### src/rtl/edge_irq_ctrl.sv
module edge_irq_ctrl #(
  parameter int NUM_BANKS = 3,
  parameter int BANK_W    = 32,
  parameter int ADDR_W    = 12,
  parameter logic [NUM_BANKS*BANK_W-1:0] LINE_CFG = 96'hFFFF_FFFF_FFFF_FFFF_3FFF_FFFF
) (
  input  logic                          clk,
  input  logic                          rst_n,
  input  logic                          wr_en,
  input  logic [ADDR_W-1:0]             addr,
  input  logic [BANK_W-1:0]             wdata,
  output logic [BANK_W-1:0]             rdata,
  input  logic [NUM_BANKS*BANK_W-1:0]   ext_in,
  output logic [NUM_BANKS*BANK_W-1:0]   irq_line,
  output logic                          irq_any
);
  localparam int NL          = NUM_BANKS * BANK_W;
  localparam int BANK_STRIDE = 'h20;
  localparam int MASK_BASE   = 'h80;
  localparam int MASK_STRIDE = 'h10;
  localparam int TYPE_TOP    = 'h3EC;

  logic [NL-1:0] sync1, sync2, prev;
  logic [NL-1:0] rsel, fsel, mask, rpend, fpend;
  logic [NL-1:0] sw_ev, rclr, fclr, rise_set, fall_set;

  always_ff @(posedge clk) begin
    if (!rst_n) begin
      sync1 <= '0;
      sync2 <= '0;
      prev  <= '0;
    end else begin
      sync1 <= ext_in;
      sync2 <= sync1;
      prev  <= sync2;
    end
  end

  assign rise_set = LINE_CFG & rsel & ((sync2 & ~prev) | sw_ev);
  assign fall_set = LINE_CFG & fsel & ((~sync2 & prev) | sw_ev);

  always_ff @(posedge clk) begin
    if (!rst_n) begin
      rpend <= '0;
      fpend <= '0;
    end else begin
      rpend <= (rpend & ~rclr) | rise_set;
      fpend <= (fpend & ~fclr) | fall_set;
    end
  end

  assign irq_line = mask & ((LINE_CFG & (rpend | fpend)) | (~LINE_CFG & sync2));
  assign irq_any  = |irq_line;

  for (genvar b = 0; b < NUM_BANKS; b++) begin : g_bank
    localparam logic [ADDR_W-1:0] A_RSEL = ADDR_W'(b * BANK_STRIDE);
    localparam logic [ADDR_W-1:0] A_FSEL = ADDR_W'(b * BANK_STRIDE + 'h04);
    localparam logic [ADDR_W-1:0] A_SWEV = ADDR_W'(b * BANK_STRIDE + 'h08);
    localparam logic [ADDR_W-1:0] A_RPND = ADDR_W'(b * BANK_STRIDE + 'h0C);
    localparam logic [ADDR_W-1:0] A_FPND = ADDR_W'(b * BANK_STRIDE + 'h10);
    localparam logic [ADDR_W-1:0] A_MASK = ADDR_W'(MASK_BASE + b * MASK_STRIDE);

    always_ff @(posedge clk) begin
      if (!rst_n) begin
        rsel[b*BANK_W +: BANK_W] <= '0;
        fsel[b*BANK_W +: BANK_W] <= '0;
        mask[b*BANK_W +: BANK_W] <= '0;
      end else if (wr_en) begin
        if (addr == A_RSEL) rsel[b*BANK_W +: BANK_W] <= wdata;
        if (addr == A_FSEL) fsel[b*BANK_W +: BANK_W] <= wdata;
        if (addr == A_MASK) mask[b*BANK_W +: BANK_W] <= wdata;
      end
    end

    assign sw_ev[b*BANK_W +: BANK_W] = (wr_en && addr == A_SWEV) ? wdata : '0;
    assign rclr[b*BANK_W +: BANK_W]  = (wr_en && addr == A_RPND) ? wdata : '0;
    assign fclr[b*BANK_W +: BANK_W]  = (wr_en && addr == A_FPND) ? wdata : '0;

    AST_RPEND_W1C: assert property (@(posedge clk) disable iff (!rst_n)
      (wr_en && addr == A_RPND) |=>
        ((rpend[b*BANK_W +: BANK_W] & $past(wdata & ~rise_set[b*BANK_W +: BANK_W])) == '0));
    AST_FPEND_W1C: assert property (@(posedge clk) disable iff (!rst_n)
      (wr_en && addr == A_FPND) |=>
        ((fpend[b*BANK_W +: BANK_W] & $past(wdata & ~fall_set[b*BANK_W +: BANK_W])) == '0));
  end

  always_comb begin
    rdata = '0;
    for (int b = 0; b < NUM_BANKS; b++) begin
      if (addr == ADDR_W'(b * BANK_STRIDE))          rdata = rsel[b*BANK_W +: BANK_W];
      if (addr == ADDR_W'(b * BANK_STRIDE + 'h04))   rdata = fsel[b*BANK_W +: BANK_W];
      if (addr == ADDR_W'(b * BANK_STRIDE + 'h0C))   rdata = rpend[b*BANK_W +: BANK_W];
      if (addr == ADDR_W'(b * BANK_STRIDE + 'h10))   rdata = fpend[b*BANK_W +: BANK_W];
      if (addr == ADDR_W'(MASK_BASE + b * MASK_STRIDE)) rdata = mask[b*BANK_W +: BANK_W];
      if (addr == ADDR_W'(TYPE_TOP - 4 * b))         rdata = LINE_CFG[b*BANK_W +: BANK_W];
    end
  end

  AST_EDGE_BEATS_CLEAR: assert property (@(posedge clk) disable iff (!rst_n)
    (|rise_set) |=> ((rpend & $past(rise_set)) == $past(rise_set)));
  AST_PEND_HOLDS: assert property (@(posedge clk) disable iff (!rst_n)
    1'b1 |=> ((rpend & $past(rpend & ~rclr)) == $past(rpend & ~rclr)));
  AST_MASK_GATES: assert property (@(posedge clk) disable iff (!rst_n)
    ((irq_line & ~mask) == '0));
  AST_DIRECT_NO_PEND: assert property (@(posedge clk) disable iff (!rst_n)
    (((rpend | fpend) & ~LINE_CFG) == '0));
endmodule

### config.mk
export PLATFORM = sky130hd
export DESIGN_NAME = edge_irq_ctrl
export DESIGN_NICKNAME = d
export VERILOG_FILES = /design/src/rtl/edge_irq_ctrl.sv
export SDC_FILE = /design/constraint.sdc
export NUM_CORES = 2
export LEC_CHECK = 0
export ABC_AREA = 1
export BUFFER_PORTS_ARGS = -buffer_cell sky130_fd_sc_hd__buf_4
export CORE_ASPECT_RATIO = 0.8
export CORE_MARGIN = 2
export CORE_UTILIZATION = 25
export CTS_CLUSTER_DIAMETER = 120
export DETAILED_ROUTE_END_ITERATION = 16
export PLACE_DENSITY = 0.47
export SYNTH_ARGS = -nofsm -noshare
export SYNTH_HDL_FRONTEND = slang
export SYNTH_SLANG_ARGS = --single-unit
export TNS_END_PERCENT = 30
### constraint.sdc
create_clock -name clk -period 2 [get_ports clk]
set_clock_uncertainty 0.2 [all_clocks]
set_input_delay 0 -clock clk [delete_from_list [all_inputs] [get_ports clk]]
set_output_delay 0 -clock clk [all_outputs]
set_load 0.01 [all_outputs]
Word level (Yosys, flattened, before mapping):

Index checks and enable logic that the tools add are counted.

* flip-flop bits (word level): 768
* bits of input ports: 143
* output and inout port bits: 129
* word-level logic and storage cells: 98

* eq/ne operators: 20
* multiplexer cells: 27
* bitwise operators: 17
* reduce and logical (&&, ||, !) cells: 20

Operators with widths (number)
* two-way mux 32 bit: 27
* AND 96 bit: 7
* bitwise OR 96 bit: 5
* NOT 96 bit: 4
* bitwise OR 96 x 32 -> 96 bit: 1
* OR reduction 96 bit: 1
* equality test 12 x 6 -> 1 bit, second input constant: 5
* equality test 12 x 7 -> 1 bit, second input constant: 5
* equality test 12 x 10 -> 1 bit, second input constant: 3
* equality test 12 x 8 -> 1 bit, second input constant: 3
* equality test 12 x 4 -> 1 bit, second input constant: 2
* AND reduction 2 bit: 9
* equality test 12 x 3 -> 1 bit, second input constant: 1
* equality test 12 x 5 -> 1 bit, second input constant: 1
* logical NOT 12 bit: 1
* logical AND 1 bit: 9

Longest topological paths before layout:

* word-level depth: 19
* gate-level depth with buffers: 18
* mapped depth without buffers: 16

Worst setup path after synthesis:

Ideal clock, no wire load.

* kind: input to register
* start point: in addr[11]
* end point: reg mask[14]
* library setup time: 0.128 ns
* arrival: 1.432 ns
* required time: 1.672 ns
* path slack: 0.240 ns
* stages: 11
* buffers on the path: 3
* path through: nor2_1 > nand2_2 > nor2_2 > buf_6 > nand3_4 > inv_2 > buf_4 > nand2_1 > clkbuf_1 > o21ai_0 > a21oi_1

* cells in the longest elaborated chain, start to end: 2

RTL lines
* start: declaration: RTL line 10 `input logic [ADDR_W-1:0] addr,`
* equality test 12 x 8 -> 1 bit: RTL line 71 `if (addr == A_MASK) mask[b*BANK_W +: BANK_W] <= wdata;`
* AND reduction 2 bit (no line)
* end signal: indexed assignment: RTL line 71
* end: declaration: RTL line 24 `logic [NL-1:0] rsel, fsel, mask, rpend, fpend;`

No other way between the ends.
A chain may end at the register's enable or synchronous reset.

Worst setup path after layout:

* start point: reg rpend[45]
* end point: out irq_any

* cells in the longest elaborated chain, start to end: 4

RTL lines
* start: declaration: RTL line 24
* start signal: assignment: RTL line 47 `rpend <= (rpend & ~rclr) | rise_set;`
* bitwise OR 96 bit: RTL line 52 `assign irq_line = mask & ((LINE_CFG & (rpend | fpend)) | (~LINE_CFG & sync2));`
* bitwise OR 96 x 32 -> 96 bit: RTL line 52
* AND 96 bit: RTL line 52
* OR reduction 96 bit: RTL line 53 `assign irq_any = |irq_line;`
* end: declaration: RTL line 15 `output logic irq_any`

No other way between the ends.

==> impl_table.tex <==
\begin{tabular}{lr}
\hline
Metric & Value \\
\hline
\multicolumn{2}{l}{\textbf{Outcome}} \\
Status & finished with violations \\
Failing checks & negative setup slack \\
\multicolumn{2}{l}{\textbf{Yosys}} \\
Sequential fraction of the synthesis area & 46.27\% \\
Post-synthesis share of cell area spent on xor and xnor gates & 0\% \\
EDFF count, synth & 0 \\
Synth cell count leaders & inv\_1 (895), dfxtp\_1 (766), o21ai\_0 (757), nand2\_1 (717), a21oi\_1 (530) \\
Mux contribution to synthesized area & 0\% \\
Cells taking the most area after synthesis & dfxtp\_1 (46\%), o21ai\_0 (11\%), inv\_1 (10\%) \\
Dominant combinational cell family by area after synthesis & compound AO/OA/AOI/OAI gates \\
Per-instance average area after synthesis & 6.860 um\^{}2 \\
Cell count after synthesis & roughly 4,800 \\
Nets in the synthesized netlist & just under 5,000 \\
Most used flip-flop cell after synthesis & dfxtp\_1 \\
Synth Area in Simple Gates & 19.42\% \\
Yosys warning count & 0 \\
Share of flip-flops with an asynchronous set or reset after synthesis & 0\% \\
Leading area contributor after synthesis & dfxtp\_1 \\
Number of distinct library cells after synthesis & 32 \\
Netlist area before placement & about 33,000 um\^{}2 \\
Most numerous cell in the Yosys netlist & inv\_1 \\
Seq cells post-synth & 766 \\
Complex-gate fraction of the synthesized area & 20.27\% \\
Area share of the largest cell type after synthesis & 46.27\% \\
Adder and majority gate portion of the synthesized area & 0\% \\
\multicolumn{2}{l}{\textbf{Setup path}} \\
Top fanout value on the critical path & 3 \\
Worst endpoint required time & roughly 1.8 ns \\
Path type of the worst setup path & reg -> out \\
Startpoint class of the critical path & flip-flop \\
Arrival time of data at the critical path endpoint & 2.57 ns \\
Worst Setup End Kind & output port \\
\multicolumn{2}{l}{\textbf{STA}} \\
Slew @ Worst Pin & 0.5113 ns \\
Period utilisation layout & 138.7\% \\
Worst Slack Setup Final & -0.7738 ns \\
Achievable clock frequency & around 0.36 GHz \\
Post-Route Hold Slack & 0.03276 ns \\
Max transition margin & between 60 and 70\% \\
Final Hold Violating Endpoints & 0 \\
Setup repair after global routing missed its margin & yes \\
Final setup violation count & 33 \\
Final worst path period need & 2.774 ns \\
Count of pins over their slew limit & 0 \\
\multicolumn{2}{l}{\textbf{GRT}} \\
Vias in the first global route & 32,780 \\
Global-route wire length before repair & 200,100 um \\
Remaining global-route overflow & 0 \\
Global routing usage summed across all routing layers & 19.39\% \\
Largest net degree at the start of global routing & 66 \\
Antenna violations before repair & 6 \\
\multicolumn{2}{l}{\textbf{Drt}} \\
Post-detailed-route DRC marker count & 0 \\
First-iteration detailed-routing DRC count & 2,375 \\
Antenna violation net count after detailed routing & 0 \\
Initial DRT Pass Iterations & 6 \\
Wire per inst & 17.90 um \\
Ratio of routed vias to standard cells & 4.524 \\
Via Count & 33,920 \\
Total wire length after detailed routing & 134,200 um \\
\multicolumn{2}{l}{\textbf{Clocking}} \\
Clock insertion delay at the later pin of the skew report & 0.72 ns \\
CTS HTree Levels & 3 \\
Buffer levels on the longest clock path & 3 \\
Number of clock sinks & 766 \\
Clock edge transition at the registers on the reported setup and hold paths & about 0.060 ns \\
CTS tree & built \\
Clock buffer count from CTS & 89 \\
Root buffer cell & clkbuf\_16 \\
\multicolumn{2}{l}{\textbf{Floorplanning}} \\
Initial Utilization & 25.18\% \\
Core area & between 100,000 and 150,000 um\^{}2 \\
Number of placement rows & 119 \\
Die Wd & 411.1 um \\
Floorplan die area & 135,500 um\^{}2 \\
Height of the die & between 300 and 400 um \\
Ports placed on the boundary & 272 \\
\multicolumn{2}{l}{\textbf{Job}} \\
Max-cap check violation count & 0 \\
\multicolumn{2}{l}{\textbf{Place}} \\
Port Buffer Count & 271 \\
Global placer's final weighted congestion & 0.8910 \\
Post-placement setup slack & -0.5830 ns \\
Detailed placement HPWL & 95,360 um \\
\multicolumn{2}{l}{\textbf{Power and ir drop}} \\
Leakage power & $\sim$21 nW \\
Max VDD drop & 0.0008363 V \\
Overall power of the completed layout & $\sim$35 mW \\
PwrDens & 737.7 nW/um\^{}2 \\
\multicolumn{2}{l}{\textbf{Cells and area}} \\
Fraction of layout cells with a size suffix above 1 & 18.15\% \\
Nets@finish & 5,814 \\
Synthesis-to-layout area growth & 44.14\% \\
\multicolumn{2}{l}{\textbf{Hold path}} \\
Path category of the worst min-delay check & in -> reg \\
\hline
\end{tabular}
-- area by class of cell --
class,count,area [um^2]
well taps,1754,2195
diodes,1,2.502
inverters,934,3511
fillers,13970,83850
repair buffers,1030,9632
multi-input cells,2850,13900
clock buffers,120,2545
flip-flops and latches,766,15380
clock inverters,42,600.6
-- layer usage --
metal / global-route usage (%) / wire (um) / up-vias
met4: 4.459 / 2753 / 10
met1: 24.77 / 58980 / 15900
met3: 3.686 / 7866 / 182
met2: 33.71 / 64560 / 868
met5: 0 / 52 / -
li1: - / - / 16960
-- where the power goes --
group / leakage, nW / total [mW] / switching, mW / internal [mW]
Combinational: 13.6 / 2.03 / 1.09 / 0.945
Sequential: 6.24 / 15.6 / 0.128 / 15.5
Clock: 1.55 / 17.6 / 7.17 / 10.4
Total: 21.3 / 35.2 / 8.38 / 26.9
-- final timing paths --
check	startpoint	end	slack (ns)	depth (start not counted)
worst min-delay path	wdata[8]	fsel[72]$_SDFFE_PN0P_	0.03	4
worst max register to register	fsel[80]$_SDFFE_PN0P_	fsel[80]$_SDFFE_PN0P_	0.63	3
worst min register to register	sync1[84]$_SDFF_PN0_	sync2[84]$_SDFF_PN0_	0.19	2
worst max-delay path	rpend[45]$_SDFF_PN0_	irq_any	-0.77	7
-- worst max-delay path, stage by stage, from the launching register on --
cell	delay, ns
dfxtp_1	0.32
o21ai_0	0.22
inv_1	0.21
nor4_1	0.30
nand4_1	0.30
nor2_2	0.24
nand3_4	0.13
buf_6	0.14
-- cell families (layout without fill, tap and decap cells) --
family,Yosys count,in the layout
AOI/OAI and AO/OA,1325,1325
DFF,766,766
buffers and inverters,1215,2126
other,0,1
and+or+nand+nor,1525,1525
-- flip-flops by register name (all words and copies together), names as in the netlist --
register	count
mask	96
rsel	96
prev	94
fsel	96
sync2	96
fpend	96
sync1	96
rpend	96
-- stage by stage --
stage / util (%) / instances / setup TNS (ns) / instance area (um^2)
floorplan: - / 4831 / 0 / 33140
global placement: 30.52 / 6973 / -60.35 / 40170
detailed placement: 30.52 / 6973 / -60.66 / 40170
CTS: 36.05 / 7496 / -17.61 / 47440
global route: 36.30 / 7497 / -19.89 / 47770
finish: 36.30 / 7497 / -14.85 / 47770
-- placed cells by master (no fill, tap or decap), types with 40 or more instances in the layout --
cell type | Yosys | final
inv_1 | 895 | 890
o21ai_0 | 757 | 736
dfxtp_1 | 766 | 730
nand4_1 | 87 | 87
a21oi_1 | 530 | 530
nand2_1 | 717 | 678
dlygate4sd3_1 | 0 | 365
nand3_2 | 2 | 51
buf_12 | 0 | 71
nand2_2 | 3 | 40
buf_4 | 8 | 569
nand3_1 | 206 | 156
nor2_1 | 448 | 407
clkbuf_16 | 0 | 90
-- timing repair --
item | in CTS | in global routing
buffers inserted | 1 | 0
hold endpoints to repair | 766 | 0
setup endpoints to repair | 52 | 44
pin swaps | 60 | 63
gates resized for setup | 161 | 94
hold buffers | 365 | 0
Power figures use the tool's default switching activity.
